**src/rtl/spi_tmg_pkg.sv**
```systemverilog
package spi_tmg_pkg;

    localparam int unsigned PRE_W = 2;
    localparam int unsigned SCL_W = 4;

    typedef enum logic [1:0] {
        ST_IDLE  = 2'd0,
        ST_LEAD  = 2'd1,
        ST_CLOCK = 2'd2,
        ST_TRAIL = 2'd3
    } tmg_state_e;

    // clock prescaler: small primes
    function automatic logic [31:0] baud_pre_val(input logic [PRE_W-1:0] idx);
        logic [31:0] v;
        case (idx)
            2'd0:    v = 32'd2;
            2'd1:    v = 32'd3;
            2'd2:    v = 32'd5;
            default: v = 32'd7;
        endcase
        return v;
    endfunction

    // clock scaler: linear steps below index 4, powers of two above
    function automatic logic [31:0] baud_scl_val(input logic [SCL_W-1:0] idx);
        logic [31:0] v;
        if (idx < 4'd4) v = 32'd2 * (32'(idx) + 32'd1);
        else            v = 32'd1 << idx;
        return v;
    endfunction

    // delay prescaler: odd values
    function automatic logic [31:0] dly_pre_val(input logic [PRE_W-1:0] idx);
        return 32'd2 * 32'(idx) + 32'd1;
    endfunction

    // delay scaler: 2^(n+1)
    function automatic logic [31:0] dly_scl_val(input logic [SCL_W-1:0] idx);
        return 32'd2 << idx;
    endfunction

endpackage

```
**src/rtl/spi_tmg_ratio.sv**
```systemverilog
module spi_tmg_ratio
    import spi_tmg_pkg::*;
#(
    parameter int unsigned CNT_W = 19
) (
    input  logic [PRE_W-1:0] baud_pre_i,
    input  logic [SCL_W-1:0] baud_scl_i,
    input  logic [PRE_W-1:0] lead_pre_i,
    input  logic [SCL_W-1:0] lead_scl_i,
    input  logic [PRE_W-1:0] trail_pre_i,
    input  logic [SCL_W-1:0] trail_scl_i,
    output logic [CNT_W-1:0] half_a_o,
    output logic [CNT_W-1:0] half_b_o,
    output logic [CNT_W-1:0] lead_len_o,
    output logic [CNT_W-1:0] trail_len_o
);

    localparam int unsigned N_DLY = 2;

    logic [CNT_W-1:0] period;
    logic [PRE_W-1:0] dpre [N_DLY];
    logic [SCL_W-1:0] dscl [N_DLY];
    logic [CNT_W-1:0] dlen [N_DLY];

    always_comb begin
        period   = CNT_W'(baud_pre_val(baud_pre_i) * baud_scl_val(baud_scl_i));
        half_a_o = period >> 1;
        half_b_o = period - (period >> 1);
    end

    assign dpre[0] = lead_pre_i;
    assign dscl[0] = lead_scl_i;
    assign dpre[1] = trail_pre_i;
    assign dscl[1] = trail_scl_i;

    for (genvar g = 0; g < N_DLY; g++) begin : g_dly
        assign dlen[g] = CNT_W'(dly_pre_val(dpre[g]) * dly_scl_val(dscl[g]));
    end

    assign lead_len_o  = dlen[0];
    assign trail_len_o = dlen[1];

endmodule

```
**src/rtl/spi_tmg_cnt.sv**
```systemverilog
module spi_tmg_cnt #(
    parameter int unsigned CNT_W = 19
) (
    input  logic             clk_i,
    input  logic             rst_ni,
    input  logic             load_i,
    input  logic [CNT_W-1:0] load_val_i,
    output logic             zero_o
);

    logic [CNT_W-1:0] cnt_d, cnt_q;

    always_comb begin
        cnt_d = cnt_q;
        if (load_i)              cnt_d = load_val_i;
        else if (cnt_q != '0)    cnt_d = cnt_q - CNT_W'(1);
    end

    always_ff @(posedge clk_i) begin
        if (!rst_ni) cnt_q <= '0;
        else         cnt_q <= cnt_d;
    end

    assign zero_o = (cnt_q == '0);

endmodule

```
**src/rtl/spi_tmg_phase.sv**
```systemverilog
module spi_tmg_phase (
    input  logic fire_i,
    input  logic odd_edge_i,
    input  logic cpha_i,
    output logic sample_o,
    output logic shift_o
);

    logic capture;

    always_comb begin
        capture  = odd_edge_i ^ cpha_i;
        sample_o = fire_i & capture;
        shift_o  = fire_i & ~capture;
    end

endmodule

```
**src/rtl/spi_tmg_gen.sv**
```systemverilog
module spi_tmg_gen
    import spi_tmg_pkg::*;
#(
    parameter int unsigned FRAME_W = 4,
    parameter int unsigned CNT_W   = 19
) (
    input  logic               clk_i,
    input  logic               rst_ni,
    input  logic               start_i,
    input  logic               cpol_i,
    input  logic               cpha_i,
    input  logic [FRAME_W-1:0] frame_len_i,
    input  logic [PRE_W-1:0]   baud_pre_i,
    input  logic [SCL_W-1:0]   baud_scl_i,
    input  logic [PRE_W-1:0]   lead_pre_i,
    input  logic [SCL_W-1:0]   lead_scl_i,
    input  logic [PRE_W-1:0]   trail_pre_i,
    input  logic [SCL_W-1:0]   trail_scl_i,
    output logic               sck_o,
    output logic               sel_o,
    output logic               sample_o,
    output logic               shift_o,
    output logic               done_o
);

    localparam int unsigned EDGE_W = FRAME_W + 2;

    typedef struct packed {
        logic               cpha;
        logic [FRAME_W-1:0] flen;
        logic [PRE_W-1:0]   bpre;
        logic [SCL_W-1:0]   bscl;
        logic [PRE_W-1:0]   lpre;
        logic [SCL_W-1:0]   lscl;
        logic [PRE_W-1:0]   tpre;
        logic [SCL_W-1:0]   tscl;
    } cfg_t;

    typedef struct packed {
        tmg_state_e        st;
        cfg_t              cfg;
        logic [EDGE_W-1:0] edges;
        logic              sck;
        logic              sample;
        logic              shift;
        logic              done;
    } regs_t;

    regs_t r_d, r_q;

    cfg_t             cfg_live, cfg_eff;
    logic [CNT_W-1:0] half_a, half_b, lead_len, trail_len;
    logic             cnt_load, cnt_zero;
    logic [CNT_W-1:0] cnt_val;
    logic             fire, str_sample, str_shift;
    logic [EDGE_W-1:0] edges_tot, edges_nxt;

    always_comb begin
        cfg_live = '{cpha: cpha_i, flen: frame_len_i,
                     bpre: baud_pre_i, bscl: baud_scl_i,
                     lpre: lead_pre_i, lscl: lead_scl_i,
                     tpre: trail_pre_i, tscl: trail_scl_i};
        cfg_eff  = (r_q.st == ST_IDLE) ? cfg_live : r_q.cfg;
    end

    spi_tmg_ratio #(.CNT_W(CNT_W)) ratio_i (
        .baud_pre_i  (cfg_eff.bpre),
        .baud_scl_i  (cfg_eff.bscl),
        .lead_pre_i  (cfg_eff.lpre),
        .lead_scl_i  (cfg_eff.lscl),
        .trail_pre_i (cfg_eff.tpre),
        .trail_scl_i (cfg_eff.tscl),
        .half_a_o    (half_a),
        .half_b_o    (half_b),
        .lead_len_o  (lead_len),
        .trail_len_o (trail_len)
    );

    spi_tmg_cnt #(.CNT_W(CNT_W)) cnt_i (
        .clk_i      (clk_i),
        .rst_ni     (rst_ni),
        .load_i     (cnt_load),
        .load_val_i (cnt_val),
        .zero_o     (cnt_zero)
    );

    assign fire = cnt_zero && ((r_q.st == ST_LEAD) || (r_q.st == ST_CLOCK));

    spi_tmg_phase phase_i (
        .fire_i     (fire),
        .odd_edge_i (~r_q.edges[0]),
        .cpha_i     (r_q.cfg.cpha),
        .sample_o   (str_sample),
        .shift_o    (str_shift)
    );

    always_comb begin
        edges_tot = (EDGE_W'(r_q.cfg.flen) + EDGE_W'(1)) << 1;
        edges_nxt = r_q.edges + EDGE_W'(1);
    end

    always_comb begin
        r_d        = r_q;
        r_d.sample = str_sample;
        r_d.shift  = str_shift;
        r_d.done   = 1'b0;
        cnt_load   = 1'b0;
        cnt_val    = '0;

        unique case (r_q.st)
            ST_IDLE: begin
                r_d.sck = cpol_i;
                if (start_i) begin
                    r_d.st    = ST_LEAD;
                    r_d.cfg   = cfg_live;
                    r_d.edges = '0;
                    cnt_load  = 1'b1;
                    cnt_val   = lead_len - CNT_W'(1);
                end
            end
            ST_LEAD, ST_CLOCK: begin
                if (fire) begin
                    r_d.sck   = ~r_q.sck;
                    r_d.edges = edges_nxt;
                    cnt_load  = 1'b1;
                    if (edges_nxt == edges_tot) begin
                        r_d.st  = ST_TRAIL;
                        cnt_val = trail_len - CNT_W'(1);
                    end else begin
                        r_d.st  = ST_CLOCK;
                        cnt_val = (edges_nxt[0] ? half_a : half_b) - CNT_W'(1);
                    end
                end
            end
            ST_TRAIL: begin
                if (cnt_zero) begin
                    r_d.st   = ST_IDLE;
                    r_d.done = 1'b1;
                end
            end
            default: r_d.st = ST_IDLE;
        endcase
    end

    always_ff @(posedge clk_i) begin
        if (!rst_ni) begin
            r_q        <= '0;
            r_q.st     <= ST_IDLE;
        end else begin
            r_q <= r_d;
        end
    end

    assign sel_o    = (r_q.st != ST_IDLE);
    assign sck_o    = sel_o ? r_q.sck : cpol_i;
    assign sample_o = r_q.sample;
    assign shift_o  = r_q.shift;
    assign done_o   = r_q.done;

endmodule

```
**config.mk**
```make
export PLATFORM = sky130hd
export DESIGN_NAME = spi_tmg_gen
export DESIGN_NICKNAME = d
export VERILOG_FILES = /design/src/rtl/spi_tmg_pkg.sv /design/src/rtl/spi_tmg_ratio.sv /design/src/rtl/spi_tmg_cnt.sv /design/src/rtl/spi_tmg_phase.sv /design/src/rtl/spi_tmg_gen.sv
export SDC_FILE = /design/constraint.sdc
export NUM_CORES = 1
export LEC_CHECK = 0
export ABC_AREA = 1
export ABC_CLOCK_PERIOD_IN_PS = 6880
export BUFFER_PORTS_ARGS = -buffer_cell sky130_fd_sc_hd__buf_2
export CAP_MARGIN = 20
export CORE_MARGIN = 4
export CORE_UTILIZATION = 55
export CTS_BUF_LIST = sky130_fd_sc_hd__clkbuf_4 sky130_fd_sc_hd__clkbuf_8 sky130_fd_sc_hd__clkbuf_16
export DETAILED_ROUTE_END_ITERATION = 6
export GPL_TIMING_DRIVEN = 1
export PLACE_DENSITY = 0.78
export SLEW_MARGIN = 15
export SYNTH_ARGS = -nofsm -noshare
export SYNTH_HDL_FRONTEND = slang
export SYNTH_SLANG_ARGS = --single-unit
```
**constraint.sdc**
```tcl
create_clock -name clk_i -period 6.88 [get_ports clk_i]
set_input_delay 1.72 -clock clk_i [delete_from_list [all_inputs] [get_ports clk_i]]
set_output_delay 1.72 -clock clk_i [all_outputs]
set_load 0.005 [all_outputs]
```
==> qor.yml, run 1 <==
synth:
  muxShareOfSynthArea_pct: 0
  yosys_warnings: 0
  synth_seq_cells: 54
  yosys.area_share.adder_pct: 24.5
  async_flop_share_pct: 0
  synth_cell_types: 57
  avgSynthCellArea_sq_um: 6.23
  ys_seq_area_share_pct: 10.7
  synthXorXnorAreaFrac_pct: 3.89
  synth_cells: 1620
  yosys_most_used_dff: "dfxtp_1"
  synth_edf_count: 0
  synth-compound-area-share_pct: 13.3
  synthSimpleGateAreaFrac_pct: 34.4
  mappedNetlistArea_sq_um: 10100
  synth_top_family_by_area: "simple AND/OR/NAND/NOR gates"
setup_path:
  worst_path_max_delay_cell: "fa_1"
  critPathMaxFanout: 3
  arrival_ps: 6670
  max_stage_delay_ps: 550
  critical_path.startpoint_type: "primary input"
  r2r_start: "r_q[33]"
  cp-end-kind: "flop"
  worst_path_most_repeated_cell: "nand2_1"
  critical_path_class: "primary input to flop"
  worstPathRequired_ps: 7110
  worstSetupStartpoint: "baud_scl_i[0]"
final_layout:
  fin_util_pct: 61.3
  final_nets: 1853
  n_antenna_cell: 0
  drive_gt1_share_pct: 11.9
  nFillCells: 1739
  area_growth_pct: 9.52
  finalNonFillerCells: 1903
place:
  place_hpwl_microns: 21800
  gp_congestion: 0.966
  portBuffers: 31
  dpl.cell_count: 1894
timing:
  maxSlewHeadroom_pct: 30.7
  hold_viol_final: 0
  setup_tns_ps: 0
  finalCriticalPeriod_ps: 6430
  setup_viol: 0
  rsz0062_at_grt: "no"
  whs_ps: 457
  fin_crit_sh_pct: 93.5
  fin_skew_ps: 6.47
  drv_slew: 0
  clock.fmax_ghz: 0.155
  tightestPinTransition_ps: 1030
drt:
  wl_per_cell_microns: 13.9
  antenna_left: 0
  dr.first_iter.drc_count: 711
  vias_per_cell: 5.43
  first_pass_iters: 6
  wl_microns: 26400
  drcViolationCount: 0
  vias: 10300
cts:
  htree_levels: 2
  clk_path_buf_depth: 2
  clk_pin_slew_worst_paths_ps: 80
  cts-root-buf: "clkbuf_16"
  cts_tree: "done"
  numCtsBuffers: 5
  clkLatencyLatePin_ps: 300
  clock-sinks: 54
floorplan:
  num_rows: 49
  coreArea_sq_um: 18000
  die_area_sq_um: 20600
  die_h_microns: 143
  initial_core_util_pct: 56.0
  ios: 32
  die_w_microns: 143
global_routing:
  grt_max_degree: 28
  grt_pass1_vias: 9886
  antenna_found_initial: 0
  grt_pass1_wl_microns: 45200
  grtUsageTotal_pct: 26.4
  grt-ovfl-total: 0
run_status:
  run_status: "finished clean"
worst_hold_path:
  hp-class: "flop to flop"
  holdCritStartpoint: "r_q[25]"
power:
  p_per_area_nw_per_um2: 235
  ir_drop_v: 0.000159
  p_leak_nw: 5.70
flow_run:
  drv_cap: 0
==> report_power, final <==
group | switching, mW | internal, mW
combinational | 1.20 | 0.711
clock | 0.127 | 0.176
sequential | 0.0325 | 0.352
total | 1.36 | 1.24
==> sequential cells by signal (all words and copies together), names as in the netlist <==
signal and flops:
sample_o 1, cnt_i.cnt_q 19, done_o 1, shift_o 1, r_q 32
==> metrics by stage <==
step                      cell area, sq um  total power [mW]  worst slack (ps)
after detailed placement             10700              2.22              -131
after CTS                            10900              2.53               163
final                                11100              2.60               446
after global routing                 11100              2.90              5.62
after global placement               10700              2.19              63.2
after floorplan                      10100              1.80               505
==> metal layers <==
layer  share of wire (%)  GRT usage, %  wire length (microns)  vias to the layer above
li1                    -             -                      -                     5221
met1                  45          35.9                  12000                     4786
met2                  47          43.9                  12300                      268
met3                 5.5          4.33                   1460                       51
met4                 2.4          7.04                    627                        0
met5                   0             0                      0                        -
==> final timing paths <==
| path | cells after the start | slack (ps) | to |
|---|---|---|---|
| setup / recovery | 39 | 450 | cnt_i.cnt_q[17] |
| hold / removal | 2 | 460 | r_q[25] |
| setup reg to reg | 41 | 720 | cnt_i.cnt_q[17] |
| hold reg to reg | 2 | 460 | r_q[25] |
==> cells by family after synthesis <==
kind of cell	after synthesis
AND/OR/NAND/NOR	784
adder cells (fa/ha/maj)	153
XOR/XNOR	44
AO/OA/AOI/OAI	236
other	2
buffers and inverters	347
flip-flops	54
==> worst max-delay path, delay by kind of cell <==
family                     cells  cell delay (ps)
AOI/OAI and AO/OA              5              610
and+or+nand+nor               24             2630
buffers and inverters          7              520
adders and majority gates      3             1170
==> cells in the final DEF (no fill, tap or decap), drive strengths merged, types with 9 or more instances in the layout <==
cell type  synthesis  layout
a21oi             83      83
buf               11      81
dfxtp             54      54
fa                74      74
ha                79      79
inv              307     307
nand2            385     385
nand3            107     107
nand3b             9       9
nand4             28      28
nor2             210     210
nor3              19      19
o21ai            106     106
or2               18      18
xnor2             18      18
xor2              26      26
==> layout make-up <==
type / instances / area [sq um] / share of cell area, %
inverter: 311 / 1170 / 10.6
tap: 229 / 287 / 2.59
clock inverter: 2 / 37.5 / 0.340
clock buffer: 6 / 133 / 1.20
timing repair buffer: 81 / 531 / 4.80
sequential: 54 / 1080 / 9.78
multi-input combinational: 1220 / 7820 / 70.7
==> timing repair <==
action / 4_1_cts / 5_1_grt
gates resized for setup: 0 / 33
hold buffers: 0 / 0
endpoints found under the setup margin: 0 / 9
setup buffers: 0 / 1
==> cells in the mapped netlist, drive strengths merged (3+ instances only) <==
| cell type | n | area, sq um |
|---|---|---|
| nand2 | 385 | 1530 |
| inv | 307 | 1150 |
| nor2 | 210 | 846 |
| nand3 | 107 | 581 |
| o21ai | 106 | 534 |
| a21oi | 83 | 430 |
| ha | 79 | 988 |
| fa | 74 | 1480 |
| dfxtp | 54 | 1080 |
| nand4 | 28 | 175 |
| xor2 | 26 | 228 |
| clkbuf | 25 | 93.8 |
| nor3 | 19 | 105 |
| or2 | 18 | 113 |
| xnor2 | 18 | 165 |
| buf | 11 | 71.3 |
| nand3b | 9 | 67.6 |
| a211oi | 6 | 45.0 |
| o21bai | 6 | 45.0 |
| o211ai | 5 | 37.5 |
| a21boi | 4 | 33.8 |
| a311oi | 4 | 35.0 |
| a31oi | 4 | 25.0 |
| clkinv | 4 | 15.0 |
| nor4 | 4 | 25.0 |
| a221oi | 3 | 26.3 |
| o2111ai | 3 | 26.3 |
| o221ai | 3 | 26.3 |
Power figures use the tool's default switching activity.
==> inputs of run 2 (changes only) <==
--- a/config.mk
+++ b/config.mk
@@ -9,12 +9,14 @@
 export ABC_CLOCK_PERIOD_IN_PS = 6880
 export BUFFER_PORTS_ARGS = -buffer_cell sky130_fd_sc_hd__buf_2
 export CAP_MARGIN = 20
+export CELL_PAD_IN_SITES_DETAIL_PLACEMENT = 1
+export CELL_PAD_IN_SITES_GLOBAL_PLACEMENT = 1
 export CORE_MARGIN = 4
-export CORE_UTILIZATION = 55
+export CORE_UTILIZATION = 46
 export CTS_BUF_LIST = sky130_fd_sc_hd__clkbuf_4 sky130_fd_sc_hd__clkbuf_8 sky130_fd_sc_hd__clkbuf_16
 export DETAILED_ROUTE_END_ITERATION = 6
 export GPL_TIMING_DRIVEN = 1
-export PLACE_DENSITY = 0.78
+export PLACE_DENSITY = 0.89
 export SLEW_MARGIN = 15
 export SYNTH_ARGS = -nofsm -noshare
 export SYNTH_HDL_FRONTEND = slang
==> qor.yml, run 2 (same netlist as run 1, synthesis figures left out) <==
timing:
  timing.final.ws_setup_ps: 218  # -228 ps
  setup_viol: 0  # unchanged
  setup_tns_ps: 0  # unchanged
  drv_slew: 0  # unchanged
  fin_crit_sh_pct: 96.8  # +3.3 points
  hold_viol_final: 0  # unchanged
  rsz0062_at_grt: "yes"
  clock.fmax_ghz: 0.150  # -3.4%
  tightestPinTransition_ps: 826  # -206 ps
  fin_skew_ps: 8.22  # +1.75 ps
  finalCriticalPeriod_ps: 6660  # +228 ps
  maxSlewHeadroom_pct: 44.8  # +14 points
setup_path:
  worstPathRequired_ps: 7060  # -50 ps
  critical_path_class: "primary input to flop"
  cp.buffers_inverters: 6  # -1
  max_stage_delay_ps: 580  # +30 ps
  crit_family: "simple AND/OR/NAND/NOR gates"
  worst_path_most_repeated_cell: "nand2_1"
  arrival_ps: 6840  # +170 ps
  critPathMaxFanout: 3  # unchanged
  critical_path.startpoint_type: "primary input"
  cp-end-kind: "flop"
  worst_path_max_delay_cell: "fa_1"
worst_hold_path:
  hp-class: "flop to flop"
drt:
  antenna_left: 0  # unchanged
  dr.first_iter.drc_count: 466  # -34%
  first_pass_iters: 4  # -2
  vias: 11100  # +7.2%
  drcViolationCount: 0  # unchanged
  wl_microns: 35000  # +33%
  vias_per_cell: 5.61  # +3.4%
  wl_per_cell_microns: 17.8  # +28%
floorplan:
  die_h_microns: 156  # +8.8%
  ios: 32  # unchanged
  num_rows: 53  # +8.2%
  die_w_microns: 156  # +8.8%
  die_area_sq_um: 24400  # +18%
  coreArea_sq_um: 21300  # +18%
  initial_core_util_pct: 47.4  # -8.6 points
place:
  post_dp_cell_area_sq_um: 11000  # +2.1%
  gp_congestion: 0.931  # -3.6%
  portBuffers: 31  # unchanged
  place_hpwl_microns: 28300  # +30%
  dp_slack_ps: -362  # -231 ps
global_routing:
  grtUsageTotal_pct: 28.2  # +1.8 points
  grt_max_degree: 28  # unchanged
  grt_pass1_wl_microns: 56500  # +25%
  grt_pass1_vias: 11700  # +18%
  grt-ovfl-total: 0  # unchanged
  antenna_found_initial: 0  # unchanged
power:
  p_leak_nw: 5.84  # +2.5%
  p_per_area_nw_per_um2: 248  # +5.6%
  ir_drop_v: 0.000185  # +16%
cts:
  clk_pin_slew_worst_paths_ps: 80  # about the same
  clock-sinks: 54  # unchanged
  htree_levels: 2  # unchanged
  clkLatencyLatePin_ps: 310  # about the same
  cts-root-buf: "clkbuf_16"
  clk_path_buf_depth: 2  # unchanged
  cts-hold-fix-buffers: 0  # unchanged
  cts_tree: "done"
  numCtsBuffers: 5  # unchanged
flow_run:
  drv_cap: 0  # unchanged
final_layout:
  seqCellArea_sq_um: 1080  # unchanged
  largest_registers: "r_q x32, cnt_i.cnt_q x19"
  layout.cells.most_common_list: "355 x nand2_1, 295 x inv_1, 178 x nor2_1"
  area_growth_pct: 12.9
  n_antenna_cell: 0  # unchanged
  fin_util_pct: 53.5  # -7.8 points
  multiInputGateArea_sq_um: 7920  # +1.4%
  largest_register: "r_q"
  final_common_cell: "nand2_1"
  drive_gt1_share_pct: 14.5  # +2.6 points
  nFillCells: 2982  # +71%
  design_area_sq_um: 11400  # +3.1%
  final_nets: 1878  # +1.3%
  largest_reg_flops: 32  # unchanged
run_status:
  run_status: "finished clean"
run 2: layout make-up:
cell class              count  area share (%)
repair buffers            106            6.41
well taps                 275            3.02
flip-flops and latches     54            9.49
multi-input cells        1220            69.5
clock inverters             2           0.154
clock buffers               6            1.16
inverters                 311            10.2
run 2: worst register-to-register path, delay by kind of cell (launching register included):
family,cells,cell delay [ps]
buf+inv,7,840
fa+ha+maj,4,1470
compound gates,4,500
flops,1,350
simple gates,27,2840
xor+xnor,1,200
run 2: timing repair:
action / CTS / global route
setup endpoints to repair: 3 / 9
resized for setup: 3 / 60
pin swaps: 0 / 11
setup buffers: 0 / 4
run 2: final timing paths:
kind	end	slack, ps	cells past startpoint	startpoint
setup / recovery	cnt_i.cnt_q[17]	220	41	baud_scl_i[2]
hold / removal	r_q[25]	470	2	r_q[25]
setup reg to reg	cnt_i.cnt_q[17]	570	43	r_q[33]
hold reg to reg	r_q[25]	470	2	r_q[25]
run 2: power breakdown:
| group | internal (mW) | switching [mW] | total, mW |
|---|---|---|---|
| logic | 0.785 | 1.38 | 2.16 |
| registers | 0.352 | 0.0344 | 0.386 |
| clock network | 0.142 | 0.141 | 0.283 |
| total | 1.28 | 1.55 | 2.83 |
run 2: per-layer routing:
layer	GRT usage [%]	up-vias	part of all wire (%)
li1	-	5271	-
met1	33.7	5512	42
met2	52.0	219	51
met3	4.69	70	3.9
met4	8.22	0	2.6
met5	0	-	0
run 2: through the flow:
stage,power (mW),hold slack [ps],instances
2_1_floorplan,1.80,424,1621
3_3_place_gp,2.28,435,1961
3_5_place_dp,2.41,462,1961
4_1_cts,2.72,475,1969
5_1_grt,3.10,503,1974
6_report,2.83,468,1974
==> inputs of run 3 (changes only) <==
--- a/config.mk
+++ b/config.mk
@@ -5,18 +5,16 @@
 export SDC_FILE = /design/constraint.sdc
 export NUM_CORES = 1
 export LEC_CHECK = 0
-export ABC_AREA = 1
-export ABC_CLOCK_PERIOD_IN_PS = 6880
+export ABC_CLOCK_PERIOD_IN_PS = 8170
 export BUFFER_PORTS_ARGS = -buffer_cell sky130_fd_sc_hd__buf_2
-export CAP_MARGIN = 20
 export CELL_PAD_IN_SITES_DETAIL_PLACEMENT = 1
 export CELL_PAD_IN_SITES_GLOBAL_PLACEMENT = 1
 export CORE_MARGIN = 4
-export CORE_UTILIZATION = 46
+export CORE_UTILIZATION = 52
 export CTS_BUF_LIST = sky130_fd_sc_hd__clkbuf_4 sky130_fd_sc_hd__clkbuf_8 sky130_fd_sc_hd__clkbuf_16
 export DETAILED_ROUTE_END_ITERATION = 6
 export GPL_TIMING_DRIVEN = 1
-export PLACE_DENSITY = 0.89
+export PLACE_DENSITY = 0.95
 export SLEW_MARGIN = 15
 export SYNTH_ARGS = -nofsm -noshare
 export SYNTH_HDL_FRONTEND = slang
==> constraint.sdc (replaced) <==
create_clock -name clk_i -period 8.17 [get_ports clk_i]
set_input_delay 2.0425 -clock clk_i [delete_from_list [all_inputs] [get_ports clk_i]]
set_output_delay 2.0425 -clock clk_i [all_outputs]
set_load 0.005 [all_outputs]
==> qor.yml, run 3 <==
power:
  p_per_area_nw_per_um2: 329  # +32%
  p_leak_nw: 5.11  # -13%
  ir_drop_v: 0.000245  # +33%
synth:
  avgSynthCellArea_sq_um: 7.25  # +16%
  synth_seq_cells: 54  # unchanged
  synthTopCellsByArea: "fa_1 15%, dfxtp_1 11%, ha_1 10%"
  synth_cell_types: 85  # +49%
  async_flop_share_pct: 0  # unchanged
  synth_edf_count: 0  # unchanged
  yosys_most_used_dff: "dfxtp_1"
  ys_seq_area_share_pct: 10.9  # +0.20 points
  mappedNetlistArea_sq_um: 9900  # -1.9%
  yosysMostFrequentCell: "nand2_1"
  synth_top_area_share_pct: 15.0  # +0.28 points
  yosysTopAreaCell: "fa_1"
  synth_cells: 1366  # -16%
  yosys_warnings: 0  # unchanged
  synth_common_cells: "216 x nand2_1, 184 x inv_1, 104 x nor2_1"
worst_hold_path:
  whs_endpoint: "r_q[20]"
  hp-class: "flop to flop"
  min_path_cells: 2  # unchanged
  holdCritStartpoint: "r_q[20]"
timing:
  tightestPinTransition_ps: 924  # +97.3 ps
  maxSlewHeadroom_pct: 37.9  # -6.9 points
  fin_skew_ps: 8.57  # +0.353 ps
  drv_slew: 0  # unchanged
  finalCriticalPeriod_ps: 8260
  setup_viol: 2  # +2
  hold_viol_final: 0  # unchanged
  clock.fmax_ghz: 0.121
  timing.final.ws_setup_ps: -89.5  # -307 ps
  fin_crit_sh_pct: 101
setup_path:
  r2r_start: "r_q[33]"
  critical_path_class: "primary input to flop"
  r2r_cells: 29  # -33%
  worstPathRequired_ps: 8410  # +1350 ps
  worst_path_max_delay_cell: "fa_1"
  cp-end-kind: "flop"
  r2r_slack_ps: 830  # +260 ps
  max_stage_delay_ps: 580  # about the same
  arrival_ps: 8500  # +1660 ps
  cp.buffers_inverters: 5  # -1
  regToRegEndpoint: "cnt_i.cnt_q[17]"
  critical_path.startpoint_type: "primary input"
  crit_family: "compound AO/OA/AOI/OAI gates"
  critPathMaxFanout: 4  # +1
global_routing:
  grtUsageTotal_pct: 32.3  # +4.0 points
  grt_pass1_wl_microns: 57200  # +1.2%
  grt_max_degree: 40  # +43%
  antenna_found_initial: 1  # +1
  grt_pass1_vias: 11300  # -3.2%
  grt-ovfl-total: 0  # unchanged
final_layout:
  n_antenna_cell: 0  # unchanged
  fin_util_pct: 58.4  # +4.9 points
  area_growth_pct: 10.3
  finalNonFillerCells: 1639  # -17%
  largest_register: "r_q"
  layout.cells.most_common_list: "216 x nand2_1, 183 x inv_1, 102 x nor2_1"
  final_common_cell: "nand2_1"
  final_nets: 1584  # -16%
  largest_reg_flops: 32  # unchanged
  largest_registers: "r_q x32, cnt_i.cnt_q x19"
  design_area_sq_um: 10900  # -4.2%
  drive_gt1_share_pct: 10.7  # -3.9 points
drt:
  vias_per_cell: 6.52  # +16%
  wl_microns: 36800  # +5.1%
  wl_per_cell_microns: 22.5  # +27%
  drcViolationCount: 0  # unchanged
  first_pass_iters: 6  # +2
  vias: 10700  # -3.5%
  dr.first_iter.drc_count: 1037  # +120%
  antenna_left: 0  # unchanged
floorplan:
  die_h_microns: 146  # -6.5%
  die_w_microns: 146  # -6.5%
  initial_core_util_pct: 52.9  # +5.5 points
  coreArea_sq_um: 18700  # -12%
  num_rows: 50  # -5.7%
  die_area_sq_um: 21300  # -13%
  ios: 32  # unchanged
place:
  post_dp_cell_area_sq_um: 10500  # -4.6%
  gp_congestion: 0.910  # -2.2%
  place_hpwl_microns: 27000  # -4.6%
  portBuffers: 31  # unchanged
  dpl.cell_count: 1626  # -17%
cts:
  cts_tree: "done"
  cts-root-buf: "clkbuf_16"
  clock-sinks: 54  # unchanged
  clk_path_buf_depth: 2  # unchanged
  htree_levels: 2  # unchanged
  clk_pin_slew_worst_paths_ps: 80  # about the same
  clkLatencyLatePin_ps: 310  # about the same
  numCtsBuffers: 5  # unchanged
run_status:
  violations: "negative setup slack"
  run_status: "finished with violations"
flow_run:
  drv_cap: 0  # unchanged
-- run 3: changes by cell type after synthesis, moves of 40 or more --
cell / previous run / this run
inv_1: 297 / 184
nand2_1: 361 / 216
nand3_1: 98 / 39
nor2_1: 193 / 104
o21ai_0: 97 / 52
xnor2_1: 17 / 57
-- run 3: metrics by stage --
| step | setup TNS (ps) | worst slack, ps | hold slack (ps) | power (mW) |
|---|---|---|---|---|
| after floorplan | 0 | 384 | 434 | 2.23 |
| after global placement | 0 | 187 | 439 | 2.76 |
| after detailed placement | -1090 | -247 | 456 | 2.94 |
| after CTS | 0 | 46.7 | 469 | 3.27 |
| after global routing | -1500 | -268 | 503 | 3.82 |
| final | -124 | -89.5 | 467 | 3.59 |
-- run 3: kinds of logic (layout without fill, tap and decap cells) --
| group | Yosys count | count (layout) | synth area share (%) |
|---|---|---|---|
| AOI/OAI and AO/OA | 300 | 300 | 20.7 |
| xor gates and xnor gates | 86 | 86 | 7.61 |
| adders and majority gates | 153 | 153 | 24.9 |
| buffers and inverters | 228 | 266 | 8.73 |
| DFF | 54 | 54 | 10.9 |
| muxes | 27 | 27 | 2.92 |
| other | 2 | 3 | 0.0758 |
| and+or+nand+nor | 516 | 516 | 24.1 |
-- run 3: repair_timing --
action | 4_1_cts | 5_1_grt
hold buffers | 0 | 0
setup endpoints to repair | 0 | 9
resized for setup | 0 | 42
buffers inserted | 0 | 5
-- run 3: cell type report --
| type | instances | area, sq um |
|---|---|---|
| Multi-Input combinational cell | 1085 | 8220 |
| Fill cell | 2424 | 7780 |
| Sequential cell | 54 | 1080 |
| Inverter | 187 | 704 |
| Timing Repair Buffer | 71 | 455 |
| Tap cell | 234 | 293 |
| Clock buffer | 5 | 125 |
| Clock inverter | 3 | 43.8 |
-- run 3: per-layer routing --
| layer | share of wire, % | vias to the layer above | GRT usage (%) | routed length [microns] |
|---|---|---|---|---|
| li1 | - | 4713 | - | - |
| met1 | 38 | 5272 | 37.4 | 14100 |
| met2 | 51 | 523 | 58.8 | 18600 |
| met3 | 6.0 | 178 | 4.48 | 2210 |
| met4 | 5.1 | 2 | 14.8 | 1900 |
| met5 | 0.046 | - | 0 | 17 |
-- run 3: how the worst max path moves through the flow --
| stage | start | to | slack [ps] | cells past startpoint |
|---|---|---|---|---|
| final | baud_scl_i[1] | cnt_i.cnt_q[17] | -90 | 26 |
| after global routing | baud_scl_i[1] | cnt_i.cnt_q[13] | -270 | 26 |
| after CTS | baud_scl_i[1] | cnt_i.cnt_q[13] | 50 | 28 |
| after detailed placement | baud_scl_i[1] | cnt_i.cnt_q[18] | -250 | 28 |
| after global placement | baud_scl_i[2] | cnt_i.cnt_q[18] | 190 | 27 |
| after floorplan | baud_scl_i[0] | cnt_i.cnt_q[18] | 380 | 27 |
-- run 3: worst min-delay path, cell delays in order (launching register included) --
cell and delay, ps:
dfxtp_1 320, nand2_1 50, a21oi_1 60
-- run 3: power breakdown --
part / total, mW / internal (mW) / switching (mW) / leakage, nW
combinational: 2.96 / 1.14 / 1.82 / 4.58
sequential: 0.369 / 0.314 / 0.0551 / 0.444
clock: 0.263 / 0.146 / 0.117 / 0.0842
